==> config.mk <==
export PLATFORM = sky130hd
export DESIGN_NAME = evt_ctr_pair
export DESIGN_NICKNAME = d
export VERILOG_FILES = /design/src/rtl/evt_ctr_pkg.sv /design/src/rtl/evt_priv_match.sv /design/src/rtl/evt_ctr_slice.sv /design/src/rtl/evt_ctr_pair.sv
export SDC_FILE = /design/constraint.sdc
export NUM_CORES = 1
export LEC_CHECK = 0
export BUFFER_PORTS_ARGS = -buffer_cell sky130_fd_sc_hd__buf_2
export CAP_MARGIN = 10
export CORE_ASPECT_RATIO = 1.5
export CORE_MARGIN = 3
export CORE_UTILIZATION = 45
export CTS_CLUSTER_SIZE = 20
export DETAILED_ROUTE_END_ITERATION = 10
export PLACE_DENSITY = 0.76
export SYNTH_ARGS = -nofsm -noshare
export SYNTH_HDL_FRONTEND = slang
export SYNTH_SLANG_ARGS = --single-unit
==> constraint.sdc <==
create_clock -name clk_i -period 3.25 [get_ports clk_i]
set_input_delay 0.325 -clock clk_i [delete_from_list [all_inputs] [get_ports clk_i]]
set_output_delay 0.325 -clock clk_i [all_outputs]
set_load 0.02 [all_outputs]
==> src/rtl/evt_ctr_pkg.sv <==
package evt_ctr_pkg;
  localparam int CNT_W  = 32;
  localparam int EVT_N  = 16;
  localparam int SEL_W  = $clog2(EVT_N);
  localparam int NCNT   = 2;
  localparam int CTL_W  = SEL_W + 5;
  localparam int ADDR_W = $clog2(2 * NCNT);

  // bit order is the software-visible layout: sel | ie | u | s | k | exl
  typedef struct packed {
    logic [SEL_W-1:0] sel;
    logic             ie;
    logic             en_u;
    logic             en_s;
    logic             en_k;
    logic             en_exl;
  } ctl_t;

  localparam logic [1:0] KSU_KERN = 2'd0;
  localparam logic [1:0] KSU_SUPV = 2'd1;
  localparam logic [1:0] KSU_USER = 2'd2;
endpackage

==> src/rtl/evt_priv_match.sv <==
module evt_priv_match
  import evt_ctr_pkg::*;
(
  input  ctl_t       ctl_i,
  input  logic [1:0] ksu_i,
  input  logic       exl_i,
  input  logic       erl_i,
  output logic       match_o
);
  logic base_lvl;
  logic [3:0] hit;

  assign base_lvl = !exl_i && !erl_i;
  assign hit[3] = ctl_i.en_u   && base_lvl && (ksu_i == KSU_USER);
  assign hit[2] = ctl_i.en_s   && base_lvl && (ksu_i == KSU_SUPV);
  assign hit[1] = ctl_i.en_k   && base_lvl && (ksu_i == KSU_KERN);
  assign hit[0] = ctl_i.en_exl && exl_i && !erl_i;
  assign match_o = |hit;
endmodule

==> src/rtl/evt_ctr_slice.sv <==
module evt_ctr_slice
  import evt_ctr_pkg::*;
(
  input  logic             clk_i,
  input  logic             rst_ni,
  input  logic [EVT_N-1:0] evt_i,
  input  logic [1:0]       ksu_i,
  input  logic             exl_i,
  input  logic             erl_i,
  input  logic             ctl_we_i,
  input  logic             cnt_we_i,
  input  logic [CNT_W-1:0] wdata_i,
  output logic [CNT_W-1:0] cnt_o,
  output ctl_t             ctl_o,
  output logic             irq_o
);
  ctl_t             ctl_q;
  logic [CNT_W-1:0] cnt_q;
  logic             priv_ok;
  logic             evt_hit;

  evt_priv_match u_match (
    .ctl_i  (ctl_q),
    .ksu_i  (ksu_i),
    .exl_i  (exl_i),
    .erl_i  (erl_i),
    .match_o(priv_ok)
  );

  // code 0 is the free-running cycle event
  assign evt_hit = (ctl_q.sel == '0) ? 1'b1 : evt_i[ctl_q.sel];

  always_ff @(posedge clk_i or negedge rst_ni) begin
    if (!rst_ni) begin
      ctl_q <= '0;
    end else if (ctl_we_i) begin
      ctl_q <= ctl_t'(wdata_i[CTL_W-1:0]);
    end
  end

  always_ff @(posedge clk_i or negedge rst_ni) begin
    if (!rst_ni) begin
      cnt_q <= '0;
    end else if (cnt_we_i) begin
      cnt_q <= wdata_i;
    end else if (evt_hit && priv_ok) begin
      cnt_q <= cnt_q + 1'b1;
    end
  end

  assign cnt_o = cnt_q;
  assign ctl_o = ctl_q;
  assign irq_o = ctl_q.ie && cnt_q[CNT_W-1];
endmodule

==> src/rtl/evt_ctr_pair.sv <==
module evt_ctr_pair
  import evt_ctr_pkg::*;
(
  input  logic              clk_i,
  input  logic              rst_ni,
  input  logic [1:0]        priv_ksu_i,
  input  logic              priv_exl_i,
  input  logic              priv_erl_i,
  input  logic [EVT_N-1:0]  evt0_i,
  input  logic [EVT_N-1:0]  evt1_i,
  input  logic              reg_we_i,
  input  logic [ADDR_W-1:0] reg_addr_i,
  input  logic [CNT_W-1:0]  reg_wdata_i,
  output logic [CNT_W-1:0]  reg_rdata_o,
  output logic [CNT_W-1:0]  cnt0_o,
  output logic [CNT_W-1:0]  cnt1_o,
  output logic [CNT_W-1:0]  ctl0_o,
  output logic [CNT_W-1:0]  ctl1_o,
  output logic              irq_o
);
  logic [EVT_N-1:0] evt_arr [NCNT];
  logic [CNT_W-1:0] cnt_arr [NCNT];
  logic [CNT_W-1:0] ctl_arr [NCNT];
  logic [NCNT-1:0]  irq_vec;

  assign evt_arr[0] = evt0_i;
  assign evt_arr[1] = evt1_i;

  for (genvar g = 0; g < NCNT; g++) begin : g_slice
    ctl_t ctl_w;
    logic sel_me;

    // addr[1] picks the counter, addr[0] picks count over control
    assign sel_me = reg_we_i && (reg_addr_i[ADDR_W-1:1] == g);

    evt_ctr_slice u_slice (
      .clk_i   (clk_i),
      .rst_ni  (rst_ni),
      .evt_i   (evt_arr[g]),
      .ksu_i   (priv_ksu_i),
      .exl_i   (priv_exl_i),
      .erl_i   (priv_erl_i),
      .ctl_we_i(sel_me && !reg_addr_i[0]),
      .cnt_we_i(sel_me && reg_addr_i[0]),
      .wdata_i (reg_wdata_i),
      .cnt_o   (cnt_arr[g]),
      .ctl_o   (ctl_w),
      .irq_o   (irq_vec[g])
    );

    assign ctl_arr[g] = {{(CNT_W-CTL_W){1'b0}}, ctl_w};
  end

  always_comb begin
    reg_rdata_o = reg_addr_i[0] ? cnt_arr[reg_addr_i[ADDR_W-1:1]]
                                : ctl_arr[reg_addr_i[ADDR_W-1:1]];
  end

  assign cnt0_o = cnt_arr[0];
  assign cnt1_o = cnt_arr[1];
  assign ctl0_o = ctl_arr[0];
  assign ctl1_o = ctl_arr[1];
  assign irq_o  = |irq_vec;
endmodule

# After elaboration in Yosys (flattened, before gate mapping)
# Index checks and enable logic that the tools add are counted.
[op_classes]
n_lt_le_gt_ge = 3
n_addsub = 2
n_eq_ne = 2
muxes = 17
n_reduce_logical = 38
bitwise_logic = 2
[ops]
columns = ["cell", "count"]
rows = [
  ["2-to-1 mux 32 bit", 10],
  ["adder 32 x 1 -> 32 bit (second input constant)", 2],
  ["logical AND 1 bit", 27],
  ["< comparator 4 x 5 -> 1 bit (second input constant)", 2],
  ["2-to-1 mux 9 bit", 1],
  ["binary-select mux 1 bit (select 4 bit)", 2],
  ["zero test 4 bit", 2],
  ["OR reduction 4 bit", 2],
  ["2-to-1 mux 1 bit", 4],
  ["nonzero test 2 bit", 2],
  ["zero test 1 bit", 3],
  ["equality test 2 x 1 -> 1 bit (second input constant)", 1],
  ["equality test 2 bit (second input constant)", 1],
  ["greater-or-equal comparator 2 bit (second input constant)", 1],
  ["zero test 2 bit", 1],
  ["inverter 1 -> 2 bit", 1],
  ["OR reduction 2 bit", 1],
  ["inverter 1 bit", 1],
]
[totals]
regBits = 82
out_inout_bits = 161
in_bits = 73

# Depth between registers and ports, before layout
[depth]
ltp_word = 8
depth_mapped = 8
ltp_nobuf = 6

# By module
# Synthesis repeated with hierarchy kept, for this count alone.
[unflattened]
cells_unflattened = 622
hier_area_um2 = 6381.1
[modules_own_cells]
columns = ["mod", "n_inst", "area_each_um2", "cells_per_inst"]
rows = [
  ["evt_ctr_slice", 2, 2636.3, 247],
  ["evt_ctr_pair", 1, 1031.0, 116],
  ["evt_priv_match", 2, 38.8, 6],
]

# Least setup slack after synthesis
# No wires, ideal clock.
[synth_timing]
path_kind = "register to register"
from = "register g_slice[0].u_slice.ctl_q (netlist bit g_slice[0].u_slice.ctl_o[5])"
to = "register g_slice[0].u_slice.cnt_q[19]"
required_ns = 3.113
slack_ns = 0.971
arrival_ns = 2.142
synth_period_minus_slack_ns = 2.279
path_stages_with_launch = 8
setup_ns = 0.137
path_cell_list = "dfrtp_1 -> buf_2 -> mux4_2 -> a211oi_1 -> clkbuf_1 -> nor4_1 -> xnor2_1 -> a21oi_1"
[synth_via]
elab_chain_cells = 5
[synth_rtl]
columns = ["item", "line", "text"]
rows = [
  ["from (decl)", "evt_ctr_slice.sv:17", "ctl_t ctl_q;"],
  ["from (signal assigned)", "evt_ctr_slice.sv:37", "ctl_q <= ctl_t'(wdata_i[CTL_W-1:0]);"],
  ["binary-select mux 1 bit (select 4 bit)", "evt_ctr_slice.sv:31", "assign evt_hit = (ctl_q.sel == '0) ? 1'b1 : evt_i[ctl_q.sel];"],
  ["2-to-1 mux 1 bit (not written as such)", "evt_ctr_slice.sv:31", ""],
  ["2-to-1 mux 1 bit *", "evt_ctr_slice.sv:31", ""],
  ["logical AND 1 bit *", "evt_ctr_slice.sv:46", "end else if (evt_hit && priv_ok) begin"],
  ["nonzero test 2 bit (no line) *", "n/a", ""],
  ["to (signal assigned)", "evt_ctr_slice.sv:45", "cnt_q <= wdata_i;"],
  ["to (signal assigned)", "evt_ctr_slice.sv:47", "cnt_q <= cnt_q + 1'b1;"],
  ["to (decl)", "evt_ctr_slice.sv:18", "logic [CNT_W-1:0] cnt_q;"],
]
# Mark *: on every way between the ends. The rest lies on a longest branch, timed or not. The select of a mux whose other input is x is not followed.
# A chain may end at the register's enable or synchronous reset.

# Worst setup path after layout
[layout_timing]
from = "register g_slice[1].u_slice.cnt_q[8]"
to = "register g_slice[1].u_slice.cnt_q[31]"
[layout_via]
elab_chain_cells = 3
[layout_rtl]
columns = ["item", "line", "text"]
rows = [
  ["from (decl)", "evt_ctr_slice.sv:18", ""],
  ["from (signal assigned)", "evt_ctr_slice.sv:45", ""],
  ["from (signal assigned)", "evt_ctr_slice.sv:47", ""],
  ["adder 32 x 1 -> 32 bit", "evt_ctr_slice.sv:47", ""],
  ["2-to-1 mux 32 bit", "evt_ctr_slice.sv:46", ""],
  ["2-to-1 mux 32 bit", "evt_ctr_slice.sv:44", "end else if (cnt_we_i) begin"],
]
# No other way between the ends. The select of a mux whose other input is x is not followed.

==> run summary <==
status: finished, final reports clean
CP required: 3.51 ns
RePlAce Congestion: 0.835
First-pass DRT Iterations: 4
row cnt: 50
Sw Ratio: 41.9%
CTS tree: built
sequential power share: 37.2%
startpoint types: flip-flop
DP HPWL: 12300 µm
via count: 5307
P&R area growth vs syn: 20.3%
Post-synth EDFFs: 0
Comb power frac: 39.7%
Synth Area in Simple Gates: 23.6%
CP max stage cell: nor4_2
placed cells: 955
Worst-Skew Late Latency: 0.34 ns
Yosys top cell by area: dfrtp_1
Critical Path Sink Type: flip-flop
Core Box Area: 0.0125 mm²
Synth warnings: 0
worst reg-to-reg path cell count: 6
Worst path most repeated cell: nand3_1
RSZ-0062 raised after global routing: no
DR DRC count: 0
GRT Util Overall: 23.0%
clock sinks: 82
Iter 0 DRT Violations: 253
Hold WC Path Type: input pin to asynchronous set/reset pin
root buffer cell: clkbuf_16
Synth Flop Type: dfrtp_1
Yosys cell types: 49
CTS resizes: 0
GRT Residual Overflow: 0
worst slew pin tran: 1.04 ns
total CTS buffers: 9
post-synthesis mux area share: 14.2%
Starting Density: 46.0%
Mapped Cells: 646
critical path, cell by cell: nand3_1, nor4_2, nand3_1, or3_1, or4_1, a31oi_1
VDD IR-drop max: 286 µV
clock buffer depth: 2
fin. max-slew vios: 0
FF-to-FF Start: g_slice[1].u_slice.cnt_o[8]
Non-Filler Instances: 970
Seq/Total Area, Yosys: 35.6%
# diodes: 0
initial antenna violation count: 0
count leader, synth: dfrtp_1
Hold-fix buffers, CTS: 0
# fillers: 1185
crit path time final: 2.46 ns
WL final: 16700 µm
largest family of logic cells by synthesized area: simple AND/OR/NAND/NOR gates
FF/Latch Area: 0.00205 mm²
Post-Route Setup TNS: 0 ns
Mapped Area: 0.00576 mm²
Die W: 98.4 µm
Worst setup startpoint: g_slice[1].u_slice.cnt_o[8]
Worst path max stage delay: 0.54 ns
Int Power: 0.00253 W
Area contributors post-synth: dfrtp_1, xnor2_1, buf_4
Synth top cells by count: dfrtp_1, xnor2_1, nand2_1
endpoints failing setup: 0
worst path bufs/invs: 0
crit path to: g_slice[1].u_slice.cnt_o[31]
crit-path max FO: 7
largest net degree at the start of global routing: 83
Psw: 0.00182 W
final period utilization: 75.7%
critical path arrival: 2.72 ns
delay-heaviest family, CP: simple AND/OR/NAND/NOR gates
final hold vios: 0
first-pass GRT wire length: 25900 µm
CTS HTree Levels: 3
ratio of cells with drive above 1 in the final layout: 30.2%
clock skew: 0.00757 ns
r2r endpoint: g_slice[1].u_slice.cnt_o[31]
Overall Power: 0.00435 W
number of global-route vias before repair: 4913
Worst-path clk slew: 0.06 ns
# IOs: 234
Compound-Gate Fraction of Synth Area: 7.43%
#FFs+latches synth: 82
Leak: 2.97 nW
post-route ant nets: 0
Yosys top cell area share: 35.6%
Slew headroom: 30.4%
xor/xnor share of the synthesized area: 9.28%
PD cells: 628 mW/mm²
max cap viols: 0
drt wl/cell: 17.3 µm
FFs w/ async S/R, synth: 100%
multi-input logic area: 0.00335 mm²
Avg Cell Area, Syn: 8.91 µm²
setup repair bufs after CTS: 0
Die Area: 0.0142 mm²
final net count: 885
vias per cell: 5.47
Levels on crit path: 6
R2R Setup Slk: 0.79 ns
Post-Synth Adder-Cell Area: 0.435%
die height: 145 µm
Port Buf Inserts: 185
Clk pwr share: 23.0%
kind of critical path: flip-flop to flip-flop
Fmax: 407 MHz
worst min-delay path by stage:
stage	from	endpoint	slack (ns)	cells past startpoint
floorplan	rst_ni	g_slice[0].u_slice.cnt_o[0]	0.03	0
global placement	g_slice[1].u_slice.ctl_o[0]	g_slice[1].u_slice.ctl_o[0]	0.54	1
detailed placement	g_slice[1].u_slice.ctl_o[0]	g_slice[1].u_slice.ctl_o[0]	0.55	1
CTS	reg_wdata_i[17]	g_slice[1].u_slice.cnt_o[17]	0.20	3
global route	reg_wdata_i[29]	g_slice[1].u_slice.cnt_o[29]	0.22	3
finish	rst_ni	g_slice[0].u_slice.ctl_o[4]	0.17	1
flip-flops by register name, summed over array words and instances, names as in the netlist:
name,count
g_slice.u_slice.cnt_o,64
g_slice.u_slice.ctl_o,18
stage by stage:
stage / hold WS (ns) / util, % / area, µm² / worst slack (ns)
2_1_floorplan: 0.0294 / - / 5930 / 0.971
3_3_place_gp: 0.537 / 53.1 / 6640 / 0.819
3_5_place_dp: 0.546 / 53.1 / 6640 / 0.804
4_1_cts: 0.205 / 55.4 / 6930 / 0.782
5_1_grt: 0.223 / 55.4 / 6930 / 0.648
6_report: 0.173 / 55.4 / 6930 / 0.790
cell families (layout without fill, tap and decap cells):
logic type,count (synthesis),in the layout
compound gates,79,79
xor+xnor,61,61
fa+ha+maj,2,2
buf+inv,95,218
flops,82,82
mux,65,65
other cells,1,46
simple gates,261,261
cells in the final DEF, fill, tap and decap left out, types with 3 or more instances in the layout:
cell and n:
mux2_2 20, clkbuf_16 9, nor2_1 48, xnor2_1 60
nand4_1 13, nor4b_1 3, o21ai_1 23, nor3b_1 6
o21ai_0 3, and3_1 10, mux4_2 11, a21oi_1 41
nand2_1 54, buf_2 184, inv_1 6, nor4_1 38
nor3_1 20, nor2b_1 23, nand3b_1 4, mux2i_1 32
nand3_1 28, conb_1 46, dfrtp_1 82, buf_4 13
layer usage:
| metal | up-vias | wire length (µm) | GRT usage (%) |
|---|---|---|---|
| met1 | 2546 | 6510 | 27.1 |
| li1 | 2533 | - | - |
| met5 | - | 0 | 0 |
| met3 | 17 | 1010 | 3.72 |
| met2 | 211 | 8950 | 42.7 |
| met4 | 0 | 276 | 7.19 |
final cells by class:
type | count | share of cell area, %
multi-input cells | 514 | 48.4
flip-flops and latches | 82 | 29.6
repair buffers | 197 | 14.7
clock buffers | 12 | 3.56
well taps | 156 | 2.82
clock inverters | 3 | 0.578
inverters | 6 | 0.325
power groups by stage:
| stage | Clock, W | Combinational, W | Sequential [W] |
|---|---|---|---|
| 2_1_floorplan | 0 | 0.000962 | 0.00178 |
| 3_3_place_gp | 0 | 0.00171 | 0.00163 |
| 3_5_place_dp | 0 | 0.00173 | 0.00164 |
| 4_1_cts | 0.00102 | 0.00174 | 0.00162 |
| 5_1_grt | 0.00106 | 0.00187 | 0.00167 |
| 6_report | 0.00100 | 0.00173 | 0.00162 |
No activity file was read; power rests on OpenSTA's default activity.
